--- config.mk ---
export PLATFORM = sky130hd
export DESIGN_NAME = pin_change_irq
export DESIGN_NICKNAME = d
export VERILOG_FILES = /design/src/rtl/pcic_pkg.sv /design/src/rtl/pcic_sync.sv /design/src/rtl/pcic_group.sv /design/src/rtl/pcic_regs.sv /design/src/rtl/pin_change_irq.sv
export SDC_FILE = /design/constraint.sdc
export NUM_CORES = 1
export LEC_CHECK = 0
export ABC_AREA = 1
export BUFFER_PORTS_ARGS = -buffer_cell sky130_fd_sc_hd__buf_2
export CORE_MARGIN = 2
export CORE_UTILIZATION = 55
export DETAILED_ROUTE_END_ITERATION = 8
export PLACE_DENSITY = 0.76
export SLEW_MARGIN = 25
export SYNTH_ARGS = -nofsm -noshare
export SYNTH_HDL_FRONTEND = slang
export SYNTH_HIERARCHICAL = 1
export SYNTH_SLANG_ARGS = --single-unit
export TNS_END_PERCENT = 20
--- constraint.sdc ---
create_clock -name clk -period 3.4 [get_ports clk]
set_clock_uncertainty 0.15 [all_clocks]
set_input_delay 0.68 -clock clk [delete_from_list [all_inputs] [get_ports clk]]
set_output_delay 0.68 -clock clk [all_outputs]
set_load 0.03 [all_outputs]
--- src/rtl/pcic_pkg.sv ---
package pcic_pkg;
  localparam int ADDR_W = 3;
  localparam int DATA_W = 8;
  localparam logic [ADDR_W-1:0] ADR_MASK0 = 3'd0;
  localparam logic [ADDR_W-1:0] ADR_GEN   = 3'd3;
  localparam logic [ADDR_W-1:0] ADR_FLAG  = 3'd4;
endpackage

--- src/rtl/pcic_sync.sv ---
module pcic_sync #(
  parameter int W      = 24,
  parameter int STAGES = 2
) (
  input  logic         clk,
  input  logic         rst_n,
  input  logic [W-1:0] d_i,
  output logic [W-1:0] q_o
);
  logic [STAGES-1:0][W-1:0] stg;

  always_ff @(posedge clk) begin
    if (!rst_n) stg[0] <= '0;
    else        stg[0] <= d_i;
  end

  for (genvar s = 1; s < STAGES; s++) begin : g_stage
    always_ff @(posedge clk) begin
      if (!rst_n) stg[s] <= '0;
      else        stg[s] <= stg[s-1];
    end
  end

  assign q_o = stg[STAGES-1];
endmodule

--- src/rtl/pcic_group.sv ---
module pcic_group #(
  parameter int W = 8
) (
  input  logic         clk,
  input  logic         rst_n,
  input  logic [W-1:0] sync_i,
  input  logic [W-1:0] mask_i,
  input  logic         clr_i,
  output logic         set_o,
  output logic         flag_o
);
  logic [W-1:0] prev_q;
  logic         flag_q;

  always_ff @(posedge clk) begin
    if (!rst_n) prev_q <= '0;
    else        prev_q <= sync_i;
  end

  // any masked edge in the group
  assign set_o = |((sync_i ^ prev_q) & mask_i);

  // a new event outranks a clear in the same cycle
  always_ff @(posedge clk) begin
    if (!rst_n)      flag_q <= 1'b0;
    else if (set_o)  flag_q <= 1'b1;
    else if (clr_i)  flag_q <= 1'b0;
  end

  assign flag_o = flag_q;
endmodule

--- src/rtl/pcic_regs.sv ---
module pcic_regs
  import pcic_pkg::*;
#(
  parameter int GROUPS = 3,
  parameter int GRP_W  = 8,
  parameter logic [GROUPS*GRP_W-1:0] IMPL = 24'hFF7FFF
) (
  input  logic                    clk,
  input  logic                    rst_n,
  input  logic [ADDR_W-1:0]       addr_i,
  input  logic                    wr_i,
  input  logic [DATA_W-1:0]       wdata_i,
  input  logic [GROUPS-1:0]       flags_i,
  output logic [DATA_W-1:0]       rdata_o,
  output logic [GROUPS*GRP_W-1:0] masks_o,
  output logic [GROUPS-1:0]       gen_o,
  output logic [GROUPS-1:0]       wclr_o
);
  logic [GROUPS-1:0][GRP_W-1:0] mask_q;
  logic [GROUPS-1:0]            gen_q;

  for (genvar g = 0; g < GROUPS; g++) begin : g_mask
    localparam logic [ADDR_W-1:0] MY_ADR = ADR_MASK0 + ADDR_W'(g);
    localparam logic [GRP_W-1:0]  KEEP   = IMPL[g*GRP_W +: GRP_W];
    always_ff @(posedge clk) begin
      if (!rst_n)                        mask_q[g] <= '0;
      else if (wr_i && addr_i == MY_ADR) mask_q[g] <= wdata_i[GRP_W-1:0] & KEEP;
    end
    assign masks_o[g*GRP_W +: GRP_W] = mask_q[g];
  end

  always_ff @(posedge clk) begin
    if (!rst_n)                         gen_q <= '0;
    else if (wr_i && addr_i == ADR_GEN) gen_q <= wdata_i[GROUPS-1:0];
  end

  assign gen_o  = gen_q;
  assign wclr_o = (wr_i && addr_i == ADR_FLAG) ? wdata_i[GROUPS-1:0] : '0;

  always_comb begin
    rdata_o = '0;
    if (addr_i == ADR_GEN)       rdata_o[GROUPS-1:0] = gen_q;
    else if (addr_i == ADR_FLAG) rdata_o[GROUPS-1:0] = flags_i;
    else begin
      for (int g = 0; g < GROUPS; g++)
        if (addr_i == ADR_MASK0 + ADDR_W'(g)) rdata_o[GRP_W-1:0] = mask_q[g];
    end
  end
endmodule

--- src/rtl/pin_change_irq.sv ---
module pin_change_irq
  import pcic_pkg::*;
#(
  parameter int GROUPS      = 3,
  parameter int GRP_W       = 8,
  parameter int SYNC_STAGES = 2,
  parameter logic [GROUPS*GRP_W-1:0] IMPL = 24'hFF7FFF
) (
  input  logic                    clk,
  input  logic                    rst_n,
  input  logic [GROUPS*GRP_W-1:0] pins_i,
  input  logic                    glob_ie_i,
  input  logic [GROUPS-1:0]       ack_i,
  input  logic [ADDR_W-1:0]       reg_addr_i,
  input  logic                    reg_wr_i,
  input  logic [DATA_W-1:0]       reg_wdata_i,
  output logic [DATA_W-1:0]       reg_rdata_o,
  output logic [GROUPS-1:0]       irq_o
);
  localparam int PINS = GROUPS * GRP_W;

  logic [PINS-1:0]   sync_w;
  logic [PINS-1:0]   masks_w;
  logic [GROUPS-1:0] gen_w, wclr_w, flags_w, set_w;

  pcic_sync #(.W(PINS), .STAGES(SYNC_STAGES)) u_sync (
    .clk(clk), .rst_n(rst_n), .d_i(pins_i), .q_o(sync_w)
  );

  pcic_regs #(.GROUPS(GROUPS), .GRP_W(GRP_W), .IMPL(IMPL)) u_regs (
    .clk(clk), .rst_n(rst_n), .addr_i(reg_addr_i), .wr_i(reg_wr_i),
    .wdata_i(reg_wdata_i), .flags_i(flags_w), .rdata_o(reg_rdata_o),
    .masks_o(masks_w), .gen_o(gen_w), .wclr_o(wclr_w)
  );

  for (genvar g = 0; g < GROUPS; g++) begin : g_grp
    pcic_group #(.W(GRP_W)) u_grp (
      .clk(clk), .rst_n(rst_n),
      .sync_i(sync_w[g*GRP_W +: GRP_W]),
      .mask_i(masks_w[g*GRP_W +: GRP_W]),
      .clr_i(ack_i[g] | wclr_w[g]),
      .set_o(set_w[g]), .flag_o(flags_w[g])
    );
  end

  assign irq_o = flags_w & gen_w & {GROUPS{glob_ie_i}};
endmodule

==> out/metrics.cfg, run 1 <==
[status]
status = completed

[clocking]
cts_made_buffers = 9
cts-hold-fix-buffers = 0
cts_resized = 0
clock_latency_ns = 0.36
cts_max_level = 3
cts-root-buf = clkbuf_8
cts_tree = yes
cts_sinks = 101
cts_setup_buffers = 0
cts_buffer_depth = 2
clk_pin_slew_ns = 0.08

[global_routing]
grt_overflow = 0
top_usage_layer = met2
use_met2_pct = 29.1
grt_max_degree = 49
grt.met3_usage_pct = 4.88
grt_pass1_vias = 2837
antenna_found_initial = 0
grt_use_met1_pct = 23.4
grt.total_usage_pct = 18.3
grt_pass1_wl_um = 12300

[place]
dpl_worst_slack_ns = 0.639
placed_area_mm2 = 0.00442
hpwl_um = 5380
finalWeightedCongestion = 0.862
port_buffers = 52
dp_cells = 742

[setup_path]
start_kind = input pin
crit_slowest_cell = nor2_2
worstPathCellList = buf_2, nor2_2, nand2_1, o211ai_1, buf_2
path_delay_family = simple AND/OR/NAND/NOR gates
critPathMaxFanout = 12
rrSetupSlack_ns = 2.31
critical_path_required_ns = 2.57
cp_common_cell = buf_2
timing.rr.end = g_grp[1].u_grp/flag_o
worstPathArrival_ns = 1.98
rr_worst_depth = 7
r2r_start = u_sync/q_o[10]
max_stage_delay_ns = 0.34
crit_type = in2out
critical_path_buf_inv_count = 2
crit_path_end_kind = output pin

[timing]
max_clock_freq_ghz = 0.356
finalMaxSlewViolations = 0
setup_viol = 0
rsz0062_at_grt = no
worst_pin_slew_ns = 0.857
slew_headroom_pct = 42.8
setup_tns_ns = 0
fin_crit_ns = 2.81
fin_ws_ns = 0.591
period_share_pct = 82.6
hold_violations = 0

[logic_synthesis]
synth_area_mm2 = 0.00431
netlist_instances = 629
synth_nets = 671
ys.warnings.count = 6
avgSynthCellArea_um2 = 6.85

[hold_path]
hp-start = u_sync/stg[14]
hold_path_class = reg2reg
min_to = u_sync/q_o[14]
min_path_cells = 2

[floorplanning]
coreArea_mm2 = 0.00765
num_rows = 32
io-pin-count = 53
design.die.area_mm2 = 0.00856
die_w_um = 92.5
start_util_pct = 56.4
die_y_um = 92.5

[power]
total_power_uw = 2150
peakVddDrop_mv = 0.279
powerDensity_mw_per_mm2 = 467
leakage_uw = 0.00268

[drt]
wl_um = 7350
ant_nets = 0
vias_per_cell = 4.36
drt_pass1_iterations = 4
vias = 3302
route.detailed.drc = 0
drtIter0Drc = 181
wire_per_inst_um = 9.70

[final_layout]
synthToLayoutAreaGrowth_pct = 6.94
fin_nets = 693
antenna_cells = 0
final_cells = 758
final_common_cell = nand2_1
nFillCells = 736
postLayoutCellArea_mm2 = 0.00461
drive_gt1_share_pct = 13.7
layout_common_cells = nand2_1, inv_1, dfxtp_1

[run]
max_cap_viol_count = 0

-- how the worst max path moves through the flow --
stage | end | cells after the start | slack, ns | start
floorplan | reg_rdata_o[3] | 5 | 0.80 | reg_addr_i[1]
global placement | reg_rdata_o[6] | 5 | 0.67 | reg_addr_i[1]
detailed placement | reg_rdata_o[6] | 5 | 0.64 | reg_addr_i[1]
CTS | reg_rdata_o[6] | 5 | 0.63 | reg_addr_i[1]
global route | reg_rdata_o[6] | 5 | 0.52 | reg_addr_i[1]
finish | reg_rdata_o[6] | 5 | 0.59 | reg_addr_i[1]
-- registers in the layout, summed over array words and instances, names as in the netlist --
name                cells
g_grp.u_grp/flag_o      3
g_grp.u_grp/prev_q     24
u_regs/gen_o            3
u_regs/masks_o         23
u_sync/q_o             24
u_sync/stg             24
-- routing by layer --
layer	vias to the layer above	routed length [um]
li1	1817	-
met4	0	160
met2	75	3240
met1	1398	3550
met3	12	407
met5	-	0
-- tightest hold or removal path: stages (launching register included) --
cell,delay (ns)
dfxtp_1,0.31
nand2_1,0.04
inv_1,0.04
-- metrics by stage --
stage          hold WS, ns  utilization [%]
5_1_grt              0.284             60.3
3_3_place_gp         0.243             57.7
4_1_cts              0.267             60.3
6_report             0.265             60.3
3_5_place_dp         0.245             57.7
2_1_floorplan        0.240                -
-- final cells by class --
type	count	area, um^2	area share [%]
Sequential cell	101	2020	43.9
Inverter	154	578	12.5
Clock inverter	3	45.0	0.977
Clock buffer	13	149	3.23
Tap cell	102	128	2.77
Multi-Input combinational cell	331	1400	30.4
Timing Repair Buffer	54	288	6.24
-- report_power, final --
group | internal (uW) | switching [uW] | leakage (uW)
logic | 58.9 | 96.2 | 0.00176
registers | 1230 | 25.6 | 0.000828
clock network | 362 | 381 | 0.0000899
No activity file was read; power rests on OpenSTA's default activity.
==> run 2, diff against run 1 <==
--- a/config.mk
+++ b/config.mk
@@ -5,12 +5,12 @@
 export SDC_FILE = /design/constraint.sdc
 export NUM_CORES = 1
 export LEC_CHECK = 0
-export ABC_AREA = 1
+export ABC_AREA = 0
 export BUFFER_PORTS_ARGS = -buffer_cell sky130_fd_sc_hd__buf_2
 export CORE_MARGIN = 2
 export CORE_UTILIZATION = 55
 export DETAILED_ROUTE_END_ITERATION = 8
-export PLACE_DENSITY = 0.76
+export PLACE_DENSITY = 0.77
 export SLEW_MARGIN = 25
 export SYNTH_ARGS = -nofsm -noshare
 export SYNTH_HDL_FRONTEND = slang
==> constraint.sdc (replaced) <==
create_clock -name clk -period 2.8 [get_ports clk]
set_clock_uncertainty 0.15 [all_clocks]
set_input_delay 0.56 -clock clk [delete_from_list [all_inputs] [get_ports clk]]
set_output_delay 0.56 -clock clk [all_outputs]
set_load 0.03 [all_outputs]
==> out/metrics.cfg, run 2 <==
[logic_synthesis]
synth.most_common_cell = dfxtp_1
synth_edf_count = 0
synth_cell_types = 33
synth_commonest_cells = dfxtp_1, and2_1, buf_4, mux2i_1, xor2_1
synth_nets = 407  ; -39%
yosysSeqAreaShare_pct = 51.0
yosys.area.top_type_share_pct = 51.0
yosysTopAreaCell = dfxtp_1
synthFlopType = dfxtp_1
ys.warnings.count = 6  ; unchanged
async_flop_share_pct = 0
synth.area.top_cells = dfxtp_1, and2_1, mux2i_1
synth_area_mm2 = 0.00397  ; -8.0%
netlist_instances = 365  ; -42%
synth_seq_cells = 101
avgSynthCellArea_um2 = 10.9  ; +59%

[global_routing]
grt_pass1_wl_um = 10400  ; -15%
grt.total_usage_pct = 17.7  ; -0.59 points
antenna_found_initial = 0  ; unchanged
grt_pass1_vias = 2281  ; -20%
grt_overflow = 0  ; unchanged
grt_max_degree = 63  ; +29%

[floorplanning]
coreArea_mm2 = 0.00687  ; -10%
num_rows = 30  ; -6.3%
die_y_um = 88.9  ; -3.9%
start_util_pct = 57.8  ; +1.4 points
die_w_um = 88.9  ; -3.9%
io-pin-count = 53  ; unchanged
design.die.area_mm2 = 0.00791  ; -7.6%

[power]
p_int_uw = 2060  ; +25%
seqPwrFrac_pct = 57.4  ; -0.9 points
p_sw_share_pct = 21.7  ; -1.7 points
peakVddDrop_mv = 0.398  ; +43%
p_clk_share_pct = 36.4  ; +1.9 points
p_switching_uw = 571  ; +13%
powerDensity_mw_per_mm2 = 615  ; +32%
power_frac_comb_pct = 6.2  ; -1.0 points
leakage_uw = 0.00189  ; -30%

[final_layout]
synthToLayoutAreaGrowth_pct = 7.92
antenna_cells = 0  ; unchanged
nFillCells = 587  ; -20%
drive_gt1_share_pct = 24.4  ; +11 points
fin_nets = 430  ; -38%
final_cells = 489  ; -35%
layout_common_cells = dfxtp_1, and2_1, buf_2
final_common_cell = dfxtp_1

[drt]
drt_pass1_iterations = 4  ; unchanged
ant_nets = 0  ; unchanged
vias_per_cell = 4.91  ; +13%
wire_per_inst_um = 13.0  ; +34%
drtIter0Drc = 126  ; -30%
route.detailed.drc = 0  ; unchanged
wl_um = 6340  ; -14%
vias = 2403  ; -27%

[place]
port_buffers = 52  ; unchanged
hpwl_um = 4350  ; -19%
finalWeightedCongestion = 0.903  ; +4.8%
dp_cells = 473  ; -36%

[timing]
period_share_pct = 87.8
setup_tns_ns = 0  ; unchanged
setup_viol = 0  ; unchanged
fin_crit_ns = 2.46
slew_headroom_pct = 61.9  ; +19 points
hold_violations = 0  ; unchanged
max_clock_freq_ghz = 0.407
rsz0062_at_grt = no
worst_pin_slew_ns = 0.572  ; -0.285 ns
finalMaxSlewViolations = 0  ; unchanged

[setup_path]
worstPathArrival_ns = 1.75  ; -0.23 ns
critical_path_required_ns = 2.09  ; -0.48 ns
critPathMaxFanout = 17  ; +5
r2r_start = g_grp[1].u_grp/prev_q[6]
crit_path_end_kind = output pin
rr_worst_depth = 4  ; -3
start_kind = input pin
timing.rr.end = g_grp[1].u_grp/flag_o
crit_end = reg_rdata_o[1]
rrSetupSlack_ns = 1.49  ; -0.82 ns
worstSetupStartpoint = reg_addr_i[0]
crit_type = in2out

[clocking]
cts_setup_buffers = 0  ; unchanged
cts-root-buf = clkbuf_8
cts_made_buffers = 9  ; unchanged
cts-hold-fix-buffers = 0  ; unchanged
cts_tree = yes
cts_buffer_depth = 2  ; unchanged
cts_max_level = 3  ; unchanged
clk_pin_slew_ns = 0.09  ; about the same
clock_latency_ns = 0.36  ; about the same
cts_sinks = 101  ; unchanged
cts_resized = 0  ; unchanged

[status]
status = completed

[run]
max_cap_viol_count = 0  ; unchanged

[hold_path]
hp-start = pins_i[19]
hold_path_class = in2reg

[run 2: layout make-up]
cell class	count	area, um^2	share of cell area, %
tap	96	120	2.81
sequential	101	2020	47.2
inverter	1	3.75	0.0877
clock inverter	4	55.1	1.29
timing repair buffer	53	280	6.55
multi-input combinational	222	1640	38.2
clock buffer	12	165	3.86
[run 2: logic make-up (layout without fill, tap and decap cells)]
family                    count (synthesis)  after routing  share of synthesized area, %
buffers and inverters                    42             70                          7.82
DFF                                     101            101                          51.0
muxes                                    28             28                          7.38
xor gates and xnor gates                 24             24                          5.30
and+or+nand+nor                         139            139                          22.2
AOI/OAI and AO/OA                        30             30                          6.24
other                                     1              1                        0.0945
[run 2: worst min path at each step]
stage	end	slack [ns]	cells after the start
6_report	u_sync/stg[19]	0.25	2
2_1_floorplan	u_sync/q_o[10]	0.26	1
3_5_place_dp	u_sync/q_o[8]	0.27	1
3_3_place_gp	u_sync/q_o[13]	0.26	1
5_1_grt	u_sync/stg[10]	0.24	2
4_1_cts	u_sync/stg[19]	0.24	2
[run 2: critical path, cell delays in order]
cell and delay [ns]:
buf_2 0.33, mux4_2 0.56, inv_1 0.06, o21ai_1 0.05, buf_2 0.18
[run 2: power by group through the flow]
stage	clock network, uW	registers (uW)	logic [uW]
2_1_floorplan	0	1530	140
3_3_place_gp	0	1540	161
3_5_place_dp	0	1540	164
4_1_cts	988	1510	165
5_1_grt	1060	1520	183
6_report	959	1510	164
[run 2: routing by layer]
| layer | wire [um] | vias up | track usage (%) |
|---|---|---|---|
| met4 | 224 | 0 | 10.2 |
| met2 | 2840 | 61 | 26.9 |
| met1 | 2910 | 1103 | 22.6 |
| met3 | 369 | 16 | 5.08 |
| li1 | - | 1223 | - |
| met5 | 0 | - | 0 |
[run 2: per-stage QoR]
| step | instance area [um^2] | power [uW] | setup slack [ns] | hold WS (ns) | util [%] |
|---|---|---|---|---|---|
| 2_1_floorplan | 3970 | 1670 | 0.391 | 0.262 | - |
| 6_report | 4280 | 2630 | 0.342 | 0.249 | 62.3 |
| 4_1_cts | 4280 | 2660 | 0.349 | 0.236 | 62.3 |
| 3_3_place_gp | 4060 | 1700 | 0.384 | 0.264 | 59.1 |
| 3_5_place_dp | 4060 | 1710 | 0.349 | 0.267 | 59.1 |
| 5_1_grt | 4280 | 2760 | 0.248 | 0.236 | 62.3 |
